## config.mk

```make
export PLATFORM = sky130hd
export DESIGN_NAME = clk_switch_ctrl
export DESIGN_NICKNAME = d
export VERILOG_FILES = /design/src/rtl/clksw_pkg.sv /design/src/rtl/clksw_sync.sv /design/src/rtl/clksw_edge_cnt.sv /design/src/rtl/clksw_osc_en.sv /design/src/rtl/clk_switch_ctrl.sv
export SDC_FILE = /design/constraint.sdc
export NUM_CORES = 1
export LEC_CHECK = 0
export CAP_MARGIN = 5
export CORE_ASPECT_RATIO = 1.1
export CORE_MARGIN = 2
export CORE_UTILIZATION = 55
export DETAILED_ROUTE_END_ITERATION = 10
export DONT_BUFFER_PORTS = 1
export GPL_ROUTABILITY_DRIVEN = 0
export PLACE_DENSITY = 0.7
export SLEW_MARGIN = 10
export SYNTH_ARGS = -nofsm -noshare
export SYNTH_HDL_FRONTEND = slang
export SYNTH_SLANG_ARGS = --single-unit
```

## constraint.sdc

```tcl
create_clock -name clk -period 1.6 [get_ports clk]
set_input_delay 0.08 -clock clk [delete_from_list [all_inputs] [get_ports clk]]
set_output_delay 0.08 -clock clk [all_outputs]
set_load 0.01 [all_outputs]
```

## src/rtl/clksw_pkg.sv

```systemverilog
// Package: shared source codes, oscillator bit positions, FSM states and
// decode helpers for the oscillator clock switch controller.
// Assumes a fixed 3-bit source code; codes at or above SRC_N are invalid.
package clksw_pkg;

    localparam int SRC_W = 3;
    localparam int SRC_N = 6;
    localparam int SRC_CODES = 1 << SRC_W;
    localparam int OSC_N = 5;

    localparam logic [SRC_W-1:0] SRC_FRC     = 3'd0;
    localparam logic [SRC_W-1:0] SRC_FRC_PLL = 3'd1;
    localparam logic [SRC_W-1:0] SRC_PRI     = 3'd2;
    localparam logic [SRC_W-1:0] SRC_PRI_PLL = 3'd3;
    localparam logic [SRC_W-1:0] SRC_SEC     = 3'd4;
    localparam logic [SRC_W-1:0] SRC_LPRC    = 3'd5;

    localparam int OSC_FRC  = 0;
    localparam int OSC_PRI  = 1;
    localparam int OSC_SEC  = 2;
    localparam int OSC_LPRC = 3;
    localparam int OSC_PLL  = 4;

    typedef enum logic [2:0] {
        ST_IDLE,
        ST_EVAL,
        ST_WAIT_OST,
        ST_WAIT_PLL,
        ST_COUNT
    } sw_state_t;

    // True when the code names a real source.
    function automatic logic src_valid(input logic [SRC_W-1:0] s);
        return int'(s) < SRC_N;
    endfunction

    // True when the source is driven through the PLL.
    function automatic logic src_uses_pll(input logic [SRC_W-1:0] s);
        return (s == SRC_FRC_PLL) || (s == SRC_PRI_PLL);
    endfunction

    // True when the source relies on a crystal start-up timer.
    function automatic logic src_is_xtal(input logic [SRC_W-1:0] s);
        return (s == SRC_PRI) || (s == SRC_PRI_PLL) || (s == SRC_SEC);
    endfunction

    // Oscillators that must run for a given source.
    function automatic logic [OSC_N-1:0] src_osc_mask(input logic [SRC_W-1:0] s);
        logic [OSC_N-1:0] m;
        m = '0;
        case (s)
            SRC_FRC:     m[OSC_FRC] = 1'b1;
            SRC_FRC_PLL: begin m[OSC_FRC] = 1'b1; m[OSC_PLL] = 1'b1; end
            SRC_PRI:     m[OSC_PRI] = 1'b1;
            SRC_PRI_PLL: begin m[OSC_PRI] = 1'b1; m[OSC_PLL] = 1'b1; end
            SRC_SEC:     m[OSC_SEC] = 1'b1;
            SRC_LPRC:    m[OSC_LPRC] = 1'b1;
            default:     m = '0;
        endcase
        return m;
    endfunction

    // Legal transition check: valid target and no direct PLL-to-PLL hop.
    function automatic logic pair_allowed(input logic [SRC_W-1:0] from_s,
                                          input logic [SRC_W-1:0] to_s);
        if (!src_valid(to_s)) return 1'b0;
        if (src_uses_pll(from_s) && src_uses_pll(to_s) && (from_s != to_s)) return 1'b0;
        return 1'b1;
    endfunction

endpackage

```

## src/rtl/clksw_sync.sv

```systemverilog
// Module: multi-bit, multi-stage synchronizer for independent asynchronous
// level inputs. Assumes each bit is a slow level; no bus coherency.
module clksw_sync #(
    parameter int WIDTH  = 2,
    parameter int STAGES = 2
) (
    input  logic             clk,
    input  logic             rst_n,
    input  logic [WIDTH-1:0] d,
    output logic [WIDTH-1:0] q
);
    logic [WIDTH-1:0] chain [STAGES];

    generate
        for (genvar s = 0; s < STAGES; s++) begin : g_stage
            if (s == 0) begin : g_first
                // Capture the asynchronous levels.
                always_ff @(posedge clk) begin
                    if (!rst_n) chain[0] <= '0;
                    else        chain[0] <= d;
                end
            end else begin : g_next
                // Shift through further flops to settle metastability.
                always_ff @(posedge clk) begin
                    if (!rst_n) chain[s] <= '0;
                    else        chain[s] <= chain[s-1];
                end
            end
        end
    endgenerate

    assign q = chain[STAGES-1];
endmodule

```

## src/rtl/clksw_edge_cnt.sv

```systemverilog
// Module: counts tick pulses while enabled and flags the tick that reaches
// the target count. Assumes the owner clears it after done is seen.
module clksw_edge_cnt #(
    parameter int EDGES = 10
) (
    input  logic clk,
    input  logic rst_n,
    input  logic clear,
    input  logic tick,
    output logic done
);
    localparam int CW = $clog2(EDGES + 1);

    logic [CW-1:0] cnt_q;

    // Done on the tick that would make the count reach EDGES.
    assign done = tick && !clear && (cnt_q == CW'(EDGES - 1));

    // Count ticks of the selected clock, restarting while cleared.
    always_ff @(posedge clk) begin
        if (!rst_n || clear) cnt_q <= '0;
        else if (tick)       cnt_q <= cnt_q + 1'b1;
    end

    // the counter never runs past the commit count.
    a_r7_cnt_bounded: assert property (@(posedge clk) disable iff (!rst_n)
        cnt_q <= CW'(EDGES));
endmodule

```

## src/rtl/clksw_osc_en.sv

```systemverilog
// Module: builds the oscillator enable vector from the current source, the
// pending target and the keep-running requests. Purely combinational.
module clksw_osc_en
    import clksw_pkg::*;
(
    input  logic [SRC_W-1:0] cur_src,
    input  logic [SRC_W-1:0] tgt_src,
    input  logic             pending,
    input  logic             keep_lprc,
    input  logic             keep_sec,
    output logic [OSC_N-1:0] osc_en
);
    // Union of what the current and pending sources need, plus kept ones.
    always_comb begin
        osc_en = src_osc_mask(cur_src);
        if (pending)   osc_en = osc_en | src_osc_mask(tgt_src);
        if (keep_lprc) osc_en[OSC_LPRC] = 1'b1;
        if (keep_sec)  osc_en[OSC_SEC]  = 1'b1;
    end
endmodule

```

## src/rtl/clk_switch_ctrl.sv

```systemverilog
// Module: top of the oscillator clock switch controller. Accepts a switch
// request, rejects redundant or forbidden ones, waits for crystal start-up
// and PLL lock, counts EDGE_COUNT ticks of the new clock, then commits.
// Assumes src_tick pulses are one cycle wide in the clk domain and that
// ost_done and pll_lock are asynchronous levels.
module clk_switch_ctrl
    import clksw_pkg::*;
#(
    parameter int EDGE_COUNT  = 10,
    parameter int SYNC_STAGES = 2
) (
    input  logic             clk,
    input  logic             rst_n,
    input  logic [SRC_W-1:0] req_src,
    input  logic             sw_en_set,
    input  logic             ost_done,
    input  logic             pll_lock,
    input  logic [SRC_N-1:0] src_tick,
    input  logic             keep_lprc,
    input  logic             keep_sec,
    input  logic             fail_evt,
    output logic [SRC_W-1:0] cur_src,
    output logic             sw_en,
    output logic [OSC_N-1:0] osc_en,
    output logic [SRC_W-1:0] mux_sel,
    output logic             lock_st,
    output logic             fail_st
);
    sw_state_t        state_q;
    logic [SRC_W-1:0] cur_q, tgt_q, mux_q;
    logic             sw_en_q, lock_q, fail_q;
    logic             ost_s, lock_s;
    logic             pending, reject, start, commit, cnt_done, tgt_tick;
    logic [SRC_CODES-1:0] tick_ext;

    clksw_sync #(.WIDTH(2), .STAGES(SYNC_STAGES)) u_sync (
        .clk   (clk),
        .rst_n (rst_n),
        .d     ({pll_lock, ost_done}),
        .q     ({lock_s, ost_s})
    );

    // Decode of the evaluated request and the commit condition.
    always_comb begin
        pending  = (state_q == ST_WAIT_OST) || (state_q == ST_WAIT_PLL) || (state_q == ST_COUNT);
        reject   = (tgt_q == cur_q) || !pair_allowed(cur_q, tgt_q);
        start    = (state_q == ST_EVAL) && !reject;
        tick_ext = {{(SRC_CODES - SRC_N){1'b0}}, src_tick};
        tgt_tick = tick_ext[tgt_q];
        commit   = (state_q == ST_COUNT) && cnt_done;
    end

    clksw_edge_cnt #(.EDGES(EDGE_COUNT)) u_cnt (
        .clk   (clk),
        .rst_n (rst_n),
        .clear (state_q != ST_COUNT),
        .tick  (tgt_tick),
        .done  (cnt_done)
    );

    clksw_osc_en u_osc (
        .cur_src   (cur_q),
        .tgt_src   (tgt_q),
        .pending   (pending),
        .keep_lprc (keep_lprc),
        .keep_sec  (keep_sec),
        .osc_en    (osc_en)
    );

    // Switch sequencer: evaluate, wait for readiness, count, commit.
    always_ff @(posedge clk) begin
        if (!rst_n) begin
            state_q <= ST_IDLE;
            cur_q   <= SRC_FRC;
            mux_q   <= SRC_FRC;
            tgt_q   <= SRC_FRC;
            sw_en_q <= 1'b0;
        end else begin
            case (state_q)
                ST_IDLE: begin
                    if (sw_en_set) begin
                        tgt_q   <= req_src;
                        sw_en_q <= 1'b1;
                        state_q <= ST_EVAL;
                    end
                end
                ST_EVAL: begin
                    if (reject) begin
                        sw_en_q <= 1'b0;
                        state_q <= ST_IDLE;
                    end else begin
                        state_q <= ST_WAIT_OST;
                    end
                end
                ST_WAIT_OST: begin
                    if (!src_is_xtal(tgt_q) || ost_s) state_q <= ST_WAIT_PLL;
                end
                ST_WAIT_PLL: begin
                    if (!src_uses_pll(tgt_q) || lock_s) state_q <= ST_COUNT;
                end
                ST_COUNT: begin
                    if (cnt_done) begin
                        cur_q   <= tgt_q;
                        mux_q   <= tgt_q;
                        sw_en_q <= 1'b0;
                        state_q <= ST_IDLE;
                    end
                end
                default: state_q <= ST_IDLE;
            endcase
        end
    end

    // Status bits: cleared on a valid start, then set by lock or fail events.
    always_ff @(posedge clk) begin
        if (!rst_n) begin
            lock_q <= 1'b0;
            fail_q <= 1'b0;
        end else begin
            if (start)                            lock_q <= 1'b0;
            else if (lock_s && osc_en[OSC_PLL])   lock_q <= 1'b1;
            if (fail_evt)                         fail_q <= 1'b1;
            else if (start)                       fail_q <= 1'b0;
        end
    end

    assign cur_src = cur_q;
    assign mux_sel = mux_q;
    assign sw_en   = sw_en_q;
    assign lock_st = lock_q;
    assign fail_st = fail_q;

    // a rejected request leaves the source untouched and drops the flag.
    a_r2_reject_keeps_source: assert property (@(posedge clk) disable iff (!rst_n)
        (state_q == ST_EVAL && reject) |=> (!sw_en_q && $stable(cur_q) && $stable(mux_q)));

    // a valid start leaves lock and fail status low.
    a_r4_start_clears_status: assert property (@(posedge clk) disable iff (!rst_n)
        (start && !fail_evt) |=> (!lock_q && !fail_q));

    // a PLL source is only committed once lock status is high.
    a_r6_pll_locked_at_commit: assert property (@(posedge clk) disable iff (!rst_n)
        (commit && src_uses_pll(tgt_q)) |-> lock_q);

    // the current source only moves on the edge that clears switch-enable.
    a_r8_cur_moves_with_clear: assert property (@(posedge clk) disable iff (!rst_n)
        !$stable(cur_q) |-> (!sw_en_q && $past(sw_en_q) && (mux_q == cur_q)));

    // everything the current source needs stays enabled.
    a_r9_current_running: assert property (@(posedge clk) disable iff (!rst_n)
        ((osc_en & src_osc_mask(cur_q)) == src_osc_mask(cur_q)));

    // the target is frozen while a switch is pending.
    a_r10_target_frozen: assert property (@(posedge clk) disable iff (!rst_n)
        pending |=> $stable(tgt_q));
endmodule

```

==> impl_metrics.toml <==
[grt]
grtUsageTotal_pct = 21.4
grt_start_max_net_pins = 23
gr-usage-met3_pct = 5.08
gr-max-usage-layer = "met2"
antenna_found_initial = 0
grt_pass1_vias = 880
grt_pass1_wl_um = 4180
grtUsageMet1_pct = 28.5
grt-ovfl-total = 0
grt_use_met2_pct = 34.7

[worst_hold_path]
hp-class = "primary input to register"
worstHoldStart = "sw_en_set"

[yosys]
synth_top_area_share_pct = 33.4
yosysWarningCount = 0
synthFlopType = "dfxtp_1"
yosys.area.top_type = "dfxtp_1"
ys_ff_latch = 20
ys_seq_area_share_pct = 33.4
ys_types = 47
async_flop_share_pct = 0
mappedNetlistNets = 150
syn_avg_cell_area_um2 = 9.14
synth.top_cells.by_count = "dfxtp_1, nand2_1, mux2i_1"
synth-edff-count = 0
synth_area_leaders = "dfxtp_1, mux2i_1, a21oi_1"
synth.most_common_cell = "dfxtp_1"
synth_area_um2 = 1200
netlist_instances = 131

[setup_path]
critPathArrivalTime_ps = 1490
critical_path.endpoint_type = "output pin"
cp.required_ps = 1520
crit_type = "register to output pin"
path_cells = "nor3b_4 -> a21oi_2 -> nor2_1 -> a221o_1"
r2r-start = "tgt_q[0]"
cp-startpoint = "state_q[2]"
slowest_delay_ps = 390
crit_fanout = 5
startpoint_type = "register"
slowest_stage = "a221o_1"

[power_and_ir_drop]
cellPowerDensity_nw_per_um2 = 745
leakage_nw = 0.524
ir_worst_vdd_mv = 0.540

[die]
die_w_um = 48.5
ios = 31
initial_core_util_pct = 58.6
die_area_um2 = 2570
die_h_um = 52.9
row_count = 17
fp.coreArea_um2 = 2040

[cts]
cts_tree = "yes"
htree_num_levels = 1
cts_buffer_depth = 2
cts_root_buf = "clkbuf_4"
clock_sinks = 20
numCtsBuffers = 3
insertion_delay_ps = 300
clk_pin_slew_ps = 110

[sta]
tightest_slew_ps = 687
min_period_ps = 1570
max_freq_ghz = 0.636
hold_viol_final = 0
fin_tns_setup_ps = 0
clock_skew_ps = 4.70
relSlewSlack_pct = 54.2
rsz0062_at_grt = "yes"
drv_slew = 0
postLayoutSetupSlackWorst_ps = 27.0
period_share_pct = 98.3
finalSetupViolations = 0

[route]
wl_per_cell_um = 14.9
dr.pass1.iters = 5
post-route-drc-count = 0
ant_nets = 0
wl_um = 2580
via_count = 960
dr.first_iter.drc_count = 28
viasPerCell = 5.55

[place]
place_inst = 158
portBuffers = 0
hpwl_um = 1790
place_ws_ps = 52.4

[final_layout]
stdcell_count = 173
num_antenna_cells = 0
area_growth_pct = 17.7
post-route-util_pct = 69.0
fin_nets = 165
drive_above_1_share_pct = 27.6

[status]
status = "completed"

[run]
cap_viol_max_count = 0
-- flip-flops by register name, summed over array words and instances (netlist names) --
signal        cells
u_cnt.cnt_q       4
state_q           3
tgt_q             3
lock_st           1
sw_en             1
mux_sel           3
fail_st           1
u_sync.chain      4
-- layout make-up --
type                            instances  area [µm²]
Multi-Input combinational cell         95         727
Fill cell                             171         633
Sequential cell                        20         418
Timing Repair Buffer                   20         170
Clock buffer                            4        36.3
Tap cell                               28        35.0
Inverter                                6        22.5
-- kinds of logic after synthesis --
family	Yosys count	share of synthesized area [%]
AND/OR/NAND/NOR	50	25.5
adder cells (fa/ha/maj)	2	2.09
AO/OA/AOI/OAI	31	21.2
XOR/XNOR	1	0.732
buffers and inverters	16	7.63
multiplexers	11	9.40
flip-flops	20	33.4
-- layer usage --
| metal | vias up | share of wire [%] |
|---|---|---|
| li1 | 487 | - |
| met1 | 446 | 47 |
| met2 | 25 | 48 |
| met3 | 2 | 4.9 |
| met4 | 0 | 0.54 |
| met5 | - | 0 |
-- metrics by stage --
stage	total power, mW	hold slack (ps)	cell area [µm²]
3_3_place_gp	0.729	204	1230
2_1_floorplan	0.710	207	1200
4_1_cts	1.05	131	1350
5_1_grt	1.11	178	1410
6_report	1.05	143	1410
3_5_place_dp	0.733	206	1230
-- path summary, 6_finish.rpt --
check                  endpoint  slack, ps  depth (start not counted)
min                  state_q[0]        140                          4
max reg2reg          state_q[0]         80                          5
max                   osc_en[3]         30                          4
min reg2reg  u_sync.chain[1][0]        450                          1
-- cell usage in the layout, fill, tap and decap left out, types with 3 or more instances in the layout --
cell type / count
buf_4: 13
dlygate4sd3_1: 6
nor2b_1: 6
and2_1: 5
o21ai_0: 4
nor2_1: 6
a21oi_1: 6
nand3_1: 4
dfxtp_1: 14
clkbuf_4: 3
or2_2: 3
inv_1: 6
mux2i_1: 9
nand2_1: 10
o22ai_1: 4
dfxtp_4: 4
-- worst max-delay path, delay by kind of cell (launching register included) --
family	cells	cell delay, ps
DFF	1	380
and+or+nand+nor	2	220
AOI/OAI and AO/OA	2	590
-- repair_timing --
action	CTS	global route
cloned	0	0
setup buffers	0	4
gates resized for setup	7	8
setup endpoints to repair	4	12
pin swaps	1	2
hold buffers	7	0
hold endpoints to repair	20	0
-- power breakdown --
| group | total (mW) | internal [mW] | switching (mW) |
|---|---|---|---|
| Combinational | 0.205 | 0.106 | 0.0990 |
| Sequential | 0.550 | 0.517 | 0.0321 |
| Clock | 0.296 | 0.139 | 0.157 |
| Total | 1.05 | 0.762 | 0.288 |
(Power assumes the default switching activity.)
